--- src/rtl/inc_seq_pkg.sv ---
// Package: frame constants, symbol type and the position-to-symbol map
// shared by the generator and the checker.
// Assumes 8-bit symbols; the ramp spans every value of one symbol.
package inc_seq_pkg;

    localparam int SYM_W     = 8;
    localparam int HEAD_LEN  = 2;
    localparam int RAMP_LEN  = 1 << SYM_W;
    localparam int TAIL_LEN  = 10;
    localparam int FRAME_LEN = HEAD_LEN + RAMP_LEN + TAIL_LEN;
    localparam int IDX_W     = $clog2(FRAME_LEN);
    localparam int LAST_POS  = FRAME_LEN - 1;
    localparam int TAIL_POS  = HEAD_LEN + RAMP_LEN;

    localparam logic [SYM_W-1:0] K_COMMA  = 8'hBC;
    localparam logic [SYM_W-1:0] K_SECOND = 8'hFB;

    typedef struct packed {
        logic             k;
        logic [SYM_W-1:0] v;
    } sym_t;

    // Control code at a given slot of the closing list.
    function automatic logic [SYM_W-1:0] tail_code(input logic [3:0] n);
        logic [SYM_W-1:0] c;
        case (n)
            4'd0:    c = 8'h1C;
            4'd1:    c = 8'h3C;
            4'd2:    c = 8'h5C;
            4'd3:    c = 8'h7C;
            4'd4:    c = 8'h9C;
            4'd5:    c = 8'hDC;
            4'd6:    c = 8'hFC;
            4'd7:    c = 8'hF7;
            4'd8:    c = 8'hFE;
            default: c = 8'hFD;
        endcase
        return c;
    endfunction

    // Symbol at a frame position (position below FRAME_LEN).
    function automatic sym_t sym_at(input logic [IDX_W-1:0] idx);
        sym_t s;
        if (idx == '0) begin
            s.k = 1'b1;
            s.v = K_COMMA;
        end else if (idx == IDX_W'(1)) begin
            s.k = 1'b1;
            s.v = K_SECOND;
        end else if (idx < IDX_W'(TAIL_POS)) begin
            s.k = 1'b0;
            s.v = SYM_W'(idx - IDX_W'(HEAD_LEN));
        end else begin
            s.k = 1'b1;
            s.v = tail_code(4'(idx - IDX_W'(TAIL_POS)));
        end
        return s;
    endfunction

endpackage

--- src/rtl/inc_seq_gen.sv ---
// Generator: walks the frame position LANES at a time and shows one
// symbol per lane, earliest in lane 0.
// Assumes FRAME_LEN is a multiple of LANES, so a lane never runs past
// the end of the frame within one cycle.
module inc_seq_gen
    import inc_seq_pkg::*;
#(
    parameter int LANES = 1
) (
    input  logic                   clk,
    input  logic                   rst_n,
    output logic [LANES*SYM_W-1:0] data,
    output logic [LANES-1:0]       ctrl
);

    localparam logic [IDX_W-1:0] STEP = IDX_W'(LANES);
    localparam logic [IDX_W-1:0] WRAP = IDX_W'(FRAME_LEN - LANES);

    logic [IDX_W-1:0] idx_q;

    // Frame position of lane 0; wraps to the comma after the last group.
    always_ff @(posedge clk) begin
        if (!rst_n) begin
            idx_q <= '0;
        end else if (idx_q >= WRAP) begin
            idx_q <= '0;
        end else begin
            idx_q <= idx_q + STEP;
        end
    end

    for (genvar l = 0; l < LANES; l++) begin : g_lane
        sym_t lane_s;
        assign lane_s                  = sym_at(idx_q + IDX_W'(l));
        assign data[l*SYM_W +: SYM_W]  = lane_s.v;
        assign ctrl[l]                 = lane_s.k;
    end

endmodule

--- src/rtl/inc_seq_step.sv ---
// One symbol step of the checker: given the lock state and expected
// position before this symbol, returns the state after it, a mismatch
// flag and a frame-complete flag. Purely combinational; chained per lane.
module inc_seq_step
    import inc_seq_pkg::*;
(
    input  logic             in_lock,
    input  logic [IDX_W-1:0] in_exp,
    input  sym_t             rx,
    output logic             out_lock,
    output logic [IDX_W-1:0] out_exp,
    output logic             mis,
    output logic             done
);

    sym_t exp_sym;
    logic is_comma;

    // Compare the symbol with the expected frame position and advance.
    always_comb begin
        exp_sym  = sym_at(in_exp);
        is_comma = rx.k && (rx.v == K_COMMA);
        out_lock = 1'b0;
        out_exp  = '0;
        mis      = 1'b0;
        done     = 1'b0;
        if (!in_lock) begin
            if (is_comma) begin
                out_lock = 1'b1;
                out_exp  = IDX_W'(1);
            end
        end else if (rx == exp_sym) begin
            out_lock = 1'b1;
            done     = (in_exp == IDX_W'(LAST_POS));
            out_exp  = done ? '0 : in_exp + IDX_W'(1);
        end else begin
            mis = 1'b1;
            if (is_comma) begin
                out_lock = 1'b1;
                out_exp  = IDX_W'(1);
            end
        end
    end

endmodule

--- src/rtl/inc_seq_chk.sv ---
// Checker: chains one step per lane (lane 0 first) and registers lock,
// the expected position, the error pulse and the clean-frame counter.
// Assumes LANES is far below FRAME_LEN, so at most one frame ends per cycle.
module inc_seq_chk
    import inc_seq_pkg::*;
#(
    parameter int LANES = 1,
    parameter int CNT_W = 16
) (
    input  logic                   clk,
    input  logic                   rst_n,
    input  logic [LANES*SYM_W-1:0] rx_data,
    input  logic [LANES-1:0]       rx_ctrl,
    output logic                   lock,
    output logic                   err,
    output logic [CNT_W-1:0]       frames
);

    logic             lock_q;
    logic [IDX_W-1:0] exp_q;
    logic             err_q;
    logic [CNT_W-1:0] frames_q;

    logic             lock_c [LANES+1];
    logic [IDX_W-1:0] exp_c  [LANES+1];
    logic [LANES-1:0] mis_l;
    logic [LANES-1:0] done_l;

    assign lock_c[0] = lock_q;
    assign exp_c[0]  = exp_q;

    for (genvar l = 0; l < LANES; l++) begin : g_step
        sym_t rx;
        assign rx = {rx_ctrl[l], rx_data[l*SYM_W +: SYM_W]};
        inc_seq_step u_step (
            .in_lock  (lock_c[l]),
            .in_exp   (exp_c[l]),
            .rx       (rx),
            .out_lock (lock_c[l+1]),
            .out_exp  (exp_c[l+1]),
            .mis      (mis_l[l]),
            .done     (done_l[l])
        );
    end

    // Register the state after the last lane, the error pulse and the count.
    always_ff @(posedge clk) begin
        if (!rst_n) begin
            lock_q   <= 1'b0;
            exp_q    <= '0;
            err_q    <= 1'b0;
            frames_q <= '0;
        end else begin
            lock_q <= lock_c[LANES];
            exp_q  <= exp_c[LANES];
            err_q  <= |mis_l;
            if (|done_l) begin
                frames_q <= frames_q + CNT_W'(1);
            end
        end
    end

    assign lock   = lock_q;
    assign err    = err_q;
    assign frames = frames_q;

endmodule

--- src/rtl/inc_seq.sv ---
// Top: test-frame generator and checker side by side; they share only
// the clock and reset, so the checker may take any decoded stream.
module inc_seq
    import inc_seq_pkg::*;
#(
    parameter int LANES = 1,
    parameter int CNT_W = 16
) (
    input  logic                   clk,
    input  logic                   rst_n,
    output logic [LANES*SYM_W-1:0] gen_data,
    output logic [LANES-1:0]       gen_ctrl,
    input  logic [LANES*SYM_W-1:0] chk_data,
    input  logic [LANES-1:0]       chk_ctrl,
    output logic                   chk_lock,
    output logic                   chk_err,
    output logic [CNT_W-1:0]       chk_frames
);

    inc_seq_gen #(.LANES(LANES)) u_gen (
        .clk   (clk),
        .rst_n (rst_n),
        .data  (gen_data),
        .ctrl  (gen_ctrl)
    );

    inc_seq_chk #(.LANES(LANES), .CNT_W(CNT_W)) u_chk (
        .clk     (clk),
        .rst_n   (rst_n),
        .rx_data (chk_data),
        .rx_ctrl (chk_ctrl),
        .lock    (chk_lock),
        .err     (chk_err),
        .frames  (chk_frames)
    );

endmodule

--- config.mk ---
export PLATFORM = sky130hd
export DESIGN_NAME = inc_seq
export DESIGN_NICKNAME = d
export VERILOG_FILES = /design/src/rtl/inc_seq_pkg.sv /design/src/rtl/inc_seq_gen.sv /design/src/rtl/inc_seq_step.sv /design/src/rtl/inc_seq_chk.sv /design/src/rtl/inc_seq.sv
export SDC_FILE = /design/constraint.sdc
export NUM_CORES = 1
export LEC_CHECK = 0
export ABC_CLOCK_PERIOD_IN_PS = 4000
export BUFFER_PORTS_ARGS = -buffer_cell sky130_fd_sc_hd__buf_4
export CORE_MARGIN = 5
export CORE_UTILIZATION = 30
export DETAILED_ROUTE_END_ITERATION = 10
export SLEW_MARGIN = 10
export SYNTH_ARGS = -nofsm -noshare
export SYNTH_HDL_FRONTEND = slang
export SYNTH_SLANG_ARGS = --single-unit
--- constraint.sdc ---
create_clock -name clk -period 4 [get_ports clk]
set_input_delay 0.6 -clock clk [delete_from_list [all_inputs] [get_ports clk]]
set_output_delay 0.6 -clock clk [all_outputs]
set_load 0.02 [all_outputs]
==> impl_table.tex, run 1 <==
\begin{tabular}{lr}
\hline
Metric & Value \\
\hline
\multicolumn{2}{l}{\textbf{STA}} \\
Worst path setup slack after routing & 388 ps \\
Max-Slew Margin vs Limit & 0.495 \\
Final worst hold slack & 487 ps \\
Final period demand of the worst path & 3610 ps \\
Setup tns final & 0 ps \\
Hold Vio Cnt, Final & 0 \\
Clk\_skew & 12.1 ps \\
Unrepaired setup endpoints after global routing & false \\
Slew of the pin with the lowest slew margin & 752 ps \\
Fmax & 277 MHz \\
Tcrit/Tclk final & 0.903 \\
Setup violations, final & 0 \\
Fin. max-slew vios & 0 \\
\multicolumn{2}{l}{\textbf{Routing}} \\
Post-detailed-routing wire length & 7390 µm \\
Post-route DRC violation count & 0 \\
Vias per cell & 5.30 \\
Average detailed-routed wire length per instance & 13.8 µm \\
Via Count & 2832 \\
1st-pass router iterations & 4 \\
DRT antenna net count & 0 \\
Violation count after the first detailed-route iteration & 153 \\
\multicolumn{2}{l}{\textbf{Worst setup path}} \\
Data required time of the worst path & 4210 ps \\
Largest delay share family, worst path & compound AO/OA/AOI/OAI gates \\
Maximum fanout encountered on the critical timing path & 30 \\
CP Buf/Inv Count & 2 \\
CP peak stage delay & 520 ps \\
Endpoint arrival time on the critical path & 3820 ps \\
Setup crit start kind & flip-flop \\
Crit end category & flip-flop \\
Critical path class & flip-flop to flip-flop \\
Crit path cell chain & inv\_1 -> ha\_1 -> and2\_1 -> a221oi\_2 -> nand3\_1 -> a21o\_1 -> a2111oi\_4 -> nand4b\_1 -> buf\_4 -> or4\_1 -> a21oi\_1 \\
Slowest cell on crit path & sky130\_fd\_sc\_hd\_\_dfxtp\_1 \\
\multicolumn{2}{l}{\textbf{Clock network}} \\
Worst-Skew Late Latency & 290 ps \\
Clock transition time at the flip-flop clock pins of the worst setup and hold paths & 80 ps \\
Hold buffer count at cts & 0 \\
Number of gates resized after cts & 0 \\
Buffer depth of the longest clock path & 2 \\
TritonCTS buffer count & 5 \\
Clock tree from TritonCTS & yes \\
Number of setup buffers added after CTS & 0 \\
CTS H-Tree Depth & 2 \\
Clock tree root buffer cell & sky130\_fd\_sc\_hd\_\_clkbuf\_8 \\
Number of clock sinks seen by CTS & 36 \\
\multicolumn{2}{l}{\textbf{Finish}} \\
Nets & 432 \\
Area grow syn2layout & 16.7\% \\
Diode count & 0 \\
Share of layout cells above drive strength 1 & 0.133 \\
Number of fill cells & 970 \\
Post-route cell area & 3320 µm² \\
End-of-flow core utilization & 0.360 \\
Non-filler cells in the finished layout & 534 \\
\multicolumn{2}{l}{\textbf{Floorplanning}} \\
Core footprint & 9240 µm² \\
Chip Width & 107 µm \\
DIE AREA & 11500 µm² \\
Number of placed I/O pins & 38 \\
FP Rows & 35 \\
Initial core utilization & 0.308 \\
Die outline height & 107 µm \\
\multicolumn{2}{l}{\textbf{Synthesis}} \\
Most numerous cell in the Yosys netlist & sky130\_fd\_sc\_hd\_\_nor2\_1 \\
Number of synthesized flops with an enable pin & 0 \\
Syn. warnings & 0 \\
Top\_reg\_cell synth & sky130\_fd\_sc\_hd\_\_dfxtp\_1 \\
Seq cells post-synth & 36 \\
Post-Syn Area per Cell & 7.57 µm² \\
Cell types occupying the most area after synthesis & sky130\_fd\_sc\_hd\_\_dfxtp\_1 25\%, sky130\_fd\_sc\_hd\_\_ha\_1 7.5\%, sky130\_fd\_sc\_hd\_\_a21oi\_1 5.3\% \\
Proportion of netlist area held by the largest area contributor & 0.253 \\
Sequential share of the synthesized area & 0.253 \\
Total nets after synthesis & 404 \\
Library cell with the largest summed area after synthesis & sky130\_fd\_sc\_hd\_\_dfxtp\_1 \\
Ranking of synthesized cells by instance count & 37 x sky130\_fd\_sc\_hd\_\_nor2\_1, 36 x sky130\_fd\_sc\_hd\_\_dfxtp\_1, 30 x sky130\_fd\_sc\_hd\_\_a21oi\_1, 30 x sky130\_fd\_sc\_hd\_\_nand2\_1, 22 x sky130\_fd\_sc\_hd\_\_nand3\_1 \\
Count of unique library cells instantiated by Yosys & 60 \\
Cells after synthesis & 376 \\
Cell Area, Synth & 2850 µm² \\
Post-synth ARST share & 0 \\
\multicolumn{2}{l}{\textbf{GRT}} \\
Total GRT Usage & 0.124 \\
Maximum number of pins on one net before global-route repair & 31 \\
Via count of the first global-routing pass & 2505 \\
Leftover overflow at the end of global routing & 0 \\
Number of antenna violations at the first check in global routing & 0 \\
Global-route wire length before repair & 12000 µm \\
\multicolumn{2}{l}{\textbf{Placement}} \\
Total of buffers placed on input and output ports & 37 \\
Worst slack at placement & 436 ps \\
HPWL Detailed & 5440 µm \\
Instance area after placement & 3230 µm² \\
Cell count after placement & 526 \\
Global placer's final weighted congestion & 0.889 \\
\multicolumn{2}{l}{\textbf{Pwr}} \\
Maximum resistive drop on vdd & 131 µV \\
Overall power & 0.765 mW \\
Power density cells & 230 nW/µm² \\
Leakage power of the design & 1.25 nW \\
\multicolumn{2}{l}{\textbf{Worst hold path}} \\
Worst min path class & flip-flop to flip-flop \\
\multicolumn{2}{l}{\textbf{Status}} \\
Run status & completed \\
\multicolumn{2}{l}{\textbf{Flow run}} \\
Max-capacitance violation count & 0 \\
\hline
\end{tabular}
-- kinds of logic (layout without fill, tap and decap cells) --
group                      after synthesis  in the layout  share of synthesized area
AOI/OAI and AO/OA                       93             93                      0.225
DFF                                     36             36                      0.253
buffers and inverters                   38             67                     0.0545
adders and majority gates               17             17                     0.0747
muxes                                    5              5                     0.0180
and+or+nand+nor                        166            166                      0.311
xor gates and xnor gates                21             21                     0.0646
-- cell usage in the layout (no fill, tap or decap), types with 9 or more instances in the layout --
cell	instances
sky130_fd_sc_hd__a21oi_1	30
sky130_fd_sc_hd__buf_4	41
sky130_fd_sc_hd__dfxtp_1	36
sky130_fd_sc_hd__ha_1	17
sky130_fd_sc_hd__inv_1	17
sky130_fd_sc_hd__nand2_1	30
sky130_fd_sc_hd__nand3_1	22
sky130_fd_sc_hd__nand4_1	9
sky130_fd_sc_hd__nor2_1	37
sky130_fd_sc_hd__o21ai_0	13
sky130_fd_sc_hd__o31ai_1	11
sky130_fd_sc_hd__or3_1	9
sky130_fd_sc_hd__or4_1	9
sky130_fd_sc_hd__xnor2_1	10
sky130_fd_sc_hd__xor2_1	11
-- routing by layer --
metal | global-route usage | vias up | part of all wire
li1 | - | 1434 | -
met3 | 0.0210 | 6 | 0.039
met4 | 0.0361 | 0 | 0.010
met5 | 0 | - | 0
met2 | 0.204 | 59 | 0.46
met1 | 0.165 | 1333 | 0.49
-- report_power, final --
part	internal [mW]	switching, mW
clock network	0.140	0.127
logic	0.0546	0.0753
registers	0.361	0.00784
-- cell type report --
cell class	count	area (µm²)	share of cell area
Sequential cell	36	721	0.217
Multi-Input combinational cell	302	1970	0.593
Timing Repair Buffer	41	308	0.0926
Clock buffer	7	86.3	0.0260
Tap cell	129	161	0.0486
Inverter	18	67.6	0.0203
Clock inverter	1	7.51	0.00226
-- sequential cells by signal, indices dropped and copies added, names as in the netlist --
name and count:
u_chk.frames 16, u_gen.idx_q 9, u_chk.exp_q 9, u_chk.err 1
u_chk.lock 1
-- worst min-delay path, delay by kind of cell (launching register included) --
family	cells	cell delay [ps]
AO/OA/AOI/OAI	2	110
flip-flops	1	320
-- final timing paths --
check	slack [ps]	cells past startpoint	end	from
setup reg to reg	390	11	u_chk.frames[11]	u_chk.exp_q[1]
hold reg to reg	490	2	u_chk.frames[15]	u_chk.frames[15]
hold / removal	490	2	u_chk.frames[15]	u_chk.frames[15]
setup / recovery	390	11	u_chk.frames[11]	u_chk.exp_q[1]
Note: power is estimated with default switching activity, not from simulation.
==> inputs of run 2 (changes only) <==
--- a/config.mk
+++ b/config.mk
@@ -5,6 +5,7 @@
 export SDC_FILE = /design/constraint.sdc
 export NUM_CORES = 1
 export LEC_CHECK = 0
+export ABC_AREA = 1
 export ABC_CLOCK_PERIOD_IN_PS = 4000
 export BUFFER_PORTS_ARGS = -buffer_cell sky130_fd_sc_hd__buf_4
 export CORE_MARGIN = 5
==> impl_table.tex, run 2 <==
\begin{tabular}{lr}
\hline
Metric & Value \\
\hline
\multicolumn{2}{l}{\textbf{Status}} \\
Run status & completed \\
\multicolumn{2}{l}{\textbf{Pwr}} \\
Overall power & 0.762 mW \\
Leakage power of the design & 1.55 nW \\
Switching share of total power & 0.284 \\
Maximum resistive drop on vdd & 135 µV \\
Portion of total power attributed to the clock network & 0.355 \\
Fraction of power consumed by sequential logic & 0.480 \\
Power density cells & 222 nW/µm² \\
Power dissipated by switching net loads & 0.216 mW \\
Cell internal power dissipation & 0.546 mW \\
Combinational Power Share & 0.165 \\
\multicolumn{2}{l}{\textbf{Synthesis}} \\
Xor/xnor share of the synthesized area & 0.0712 \\
Top\_reg\_cell synth & sky130\_fd\_sc\_hd\_\_dfxtp\_1 \\
Count of unique library cells instantiated by Yosys & 38 \\
Mux cell area share after synthesis & 0 \\
Number of synthesized flops with an enable pin & 0 \\
Largest family of logic cells by synthesized area & simple AND/OR/NAND/NOR gates \\
Post-Syn Area per Cell & 6.48 µm² \\
Cell Area, Synth & 2950 µm² \\
Cell types occupying the most area after synthesis & sky130\_fd\_sc\_hd\_\_dfxtp\_1 24\%, sky130\_fd\_sc\_hd\_\_nand2\_1 15\%, sky130\_fd\_sc\_hd\_\_ha\_1 7.2\% \\
Post-synth ARST share & 0 \\
Sequential share of the synthesized area & 0.244 \\
Proportion of netlist area held by the largest area contributor & 0.244 \\
Ranking of synthesized cells by instance count & 115 x sky130\_fd\_sc\_hd\_\_nand2\_1, 54 x sky130\_fd\_sc\_hd\_\_inv\_1, 53 x sky130\_fd\_sc\_hd\_\_nor2\_1, 36 x sky130\_fd\_sc\_hd\_\_dfxtp\_1, 35 x sky130\_fd\_sc\_hd\_\_nand3\_1 \\
Synth Area in Compound Gates & 0.0890 \\
Library cell with the largest summed area after synthesis & sky130\_fd\_sc\_hd\_\_dfxtp\_1 \\
Seq cells post-synth & 36 \\
Total nets after synthesis & 484 \\
Cells after synthesis & 456 \\
Syn. warnings & 0 \\
Adder and majority gate portion of the synthesized area & 0.0720 \\
Synth Area in Simple Gates & 0.428 \\
Most numerous cell in the Yosys netlist & sky130\_fd\_sc\_hd\_\_nand2\_1 \\
\multicolumn{2}{l}{\textbf{Worst setup path}} \\
Largest delay share family, worst path & simple AND/OR/NAND/NOR gates \\
Maximum fanout encountered on the critical timing path & 12 \\
CP peak stage delay & 470 ps \\
Crit path cell chain & inv\_1 -> ha\_1 -> nand2\_1 -> nor2\_1 -> inv\_1 -> nor2\_1 -> inv\_1 -> nor2\_1 -> nor2\_1 -> o21ai\_0 -> a31oi\_1 -> buf\_4 \\
Slack of the worst reg-to-reg path & 1220 ps \\
Setup crit start kind & flip-flop \\
Data required time of the worst path & 3400 ps \\
Crit end category & primary output \\
Cell with the most instances on the worst path & sky130\_fd\_sc\_hd\_\_nor2\_1 \\
Endpoint arrival time on the critical path & 2550 ps \\
Slowest cell on crit path & sky130\_fd\_sc\_hd\_\_dfxtp\_1 \\
Critical path class & flip-flop to primary output \\
CP Buf/Inv Count & 4 \\
\multicolumn{2}{l}{\textbf{Floorplanning}} \\
FP Rows & 36 \\
Chip Width & 109 µm \\
DIE AREA & 11900 µm² \\
Number of placed I/O pins & 38 \\
Die outline height & 109 µm \\
Core footprint & 9680 µm² \\
Initial core utilization & 0.305 \\
\multicolumn{2}{l}{\textbf{GRT}} \\
Number of antenna violations at the first check in global routing & 0 \\
Leftover overflow at the end of global routing & 0 \\
Maximum number of pins on one net before global-route repair & 22 \\
Via count of the first global-routing pass & 2797 \\
Total GRT Usage & 0.127 \\
Global-route wire length before repair & 12700 µm \\
\multicolumn{2}{l}{\textbf{Routing}} \\
Vias per cell & 4.63 \\
Violation count after the first detailed-route iteration & 197 \\
Post-detailed-routing wire length & 7220 µm \\
1st-pass router iterations & 4 \\
DRT antenna net count & 0 \\
Via Count & 2899 \\
Post-route DRC violation count & 0 \\
Average detailed-routed wire length per instance & 11.5 µm \\
\multicolumn{2}{l}{\textbf{Finish}} \\
Diode count & 0 \\
Nets & 520 \\
Share of layout cells above drive strength 1 & 0.150 \\
Most frequent standard cell in the layout excluding fill and tap cells & sky130\_fd\_sc\_hd\_\_nand2\_1 \\
Most frequent cells in the layout & 115 x sky130\_fd\_sc\_hd\_\_nand2\_1, 54 x sky130\_fd\_sc\_hd\_\_inv\_1, 53 x sky130\_fd\_sc\_hd\_\_nor2\_1 \\
Area grow syn2layout & 16.3\% \\
Flip-flop count of the largest register, all copies and words added & 16 \\
Number of fill cells & 1034 \\
\multicolumn{2}{l}{\textbf{Clock network}} \\
TritonCTS buffer count & 5 \\
Buffer depth of the longest clock path & 2 \\
Hold buffer count at cts & 0 \\
Number of clock sinks seen by CTS & 36 \\
Clock transition time at the flip-flop clock pins of the worst setup and hold paths & 80 ps \\
Clock tree root buffer cell & sky130\_fd\_sc\_hd\_\_clkbuf\_8 \\
Number of setup buffers added after CTS & 0 \\
Clock tree from TritonCTS & yes \\
Number of gates resized after cts & 0 \\
Worst-Skew Late Latency & 290 ps \\
CTS H-Tree Depth & 2 \\
\multicolumn{2}{l}{\textbf{STA}} \\
Hold Vio Cnt, Final & 0 \\
Slew of the pin with the lowest slew margin & 906 ps \\
Tcrit/Tclk final & 0.789 \\
Final period demand of the worst path & 3150 ps \\
Unrepaired setup endpoints after global routing & false \\
Fin. max-slew vios & 0 \\
Setup violations, final & 0 \\
Fmax & 317 MHz \\
Worst path setup slack after routing & 845 ps \\
Setup tns final & 0 ps \\
Max-Slew Margin vs Limit & 0.395 \\
Clk\_skew & 11.1 ps \\
\multicolumn{2}{l}{\textbf{Placement}} \\
Global placer's final weighted congestion & 0.891 \\
Total of buffers placed on input and output ports & 37 \\
HPWL Detailed & 5590 µm \\
Worst slack at placement & 1170 ps \\
\multicolumn{2}{l}{\textbf{Worst hold path}} \\
Worst min path class & flip-flop to flip-flop \\
\multicolumn{2}{l}{\textbf{Flow run}} \\
Max-capacitance violation count & 0 \\
\hline
\end{tabular}
-- run 2: power by group through the flow --
stage	clock (mW)	combinational, mW	sequential (mW)
after floorplan	0	0.0802	0.373
after global placement	0	0.125	0.374
after detailed placement	0	0.126	0.374
after CTS	0.279	0.127	0.366
after global routing	0.293	0.141	0.366
final	0.271	0.126	0.366
-- run 2: kinds of logic after synthesis --
logic type	Yosys count
AOI/OAI and AO/OA	48
xor gates and xnor gates	24
adders and majority gates	17
buffers and inverters	67
DFF	36
and+or+nand+nor	264
-- run 2: cell type report --
cell class	count	area, µm²	area share
repair buffers	38	285	0.0831
clock buffers	6	82.6	0.0241
well taps	133	166	0.0485
clock inverters	2	10.0	0.00292
inverters	58	220	0.0641
multi-input cells	353	1950	0.567
flip-flops and latches	36	721	0.210
-- run 2: path summary, 6_finish.rpt --
kind,from,end,cells past startpoint
worst max register to register,u_chk.exp_q[1],u_chk.frames[3],17
worst max-delay path,u_gen.idx_q[1],gen_data[6],12
worst min-delay path,u_chk.frames[15],u_chk.frames[15],2
worst min register to register,u_chk.frames[15],u_chk.frames[15],2
-- run 2: layer usage --
| metal | vias up | part of all wire | global-route usage |
|---|---|---|---|
| li1 | 1550 | - | - |
| met1 | 1293 | 0.49 | 0.173 |
| met2 | 50 | 0.46 | 0.211 |
| met3 | 6 | 0.042 | 0.0195 |
| met4 | 0 | 0.0093 | 0.0285 |
| met5 | - | 0 | 0 |
-- run 2: metrics by stage --
| stage | hold slack, ps | std cells | utilization | cell area, µm² |
|---|---|---|---|---|
| global route | 536 | 626 | 0.355 | 3430 |
| finish | 505 | 626 | 0.355 | 3430 |
| detailed placement | 495 | 618 | 0.345 | 3340 |
| floorplan | 482 | 456 | - | 2950 |
| CTS | 507 | 626 | 0.355 | 3430 |
| global placement | 493 | 618 | 0.345 | 3340 |
-- run 2: worst min-delay path, cell delays in order (launching register included) --
cell and delay [ps]:
sky130_fd_sc_hd__dfxtp_1 340, sky130_fd_sc_hd__nand2_1 70, sky130_fd_sc_hd__a21oi_1 60
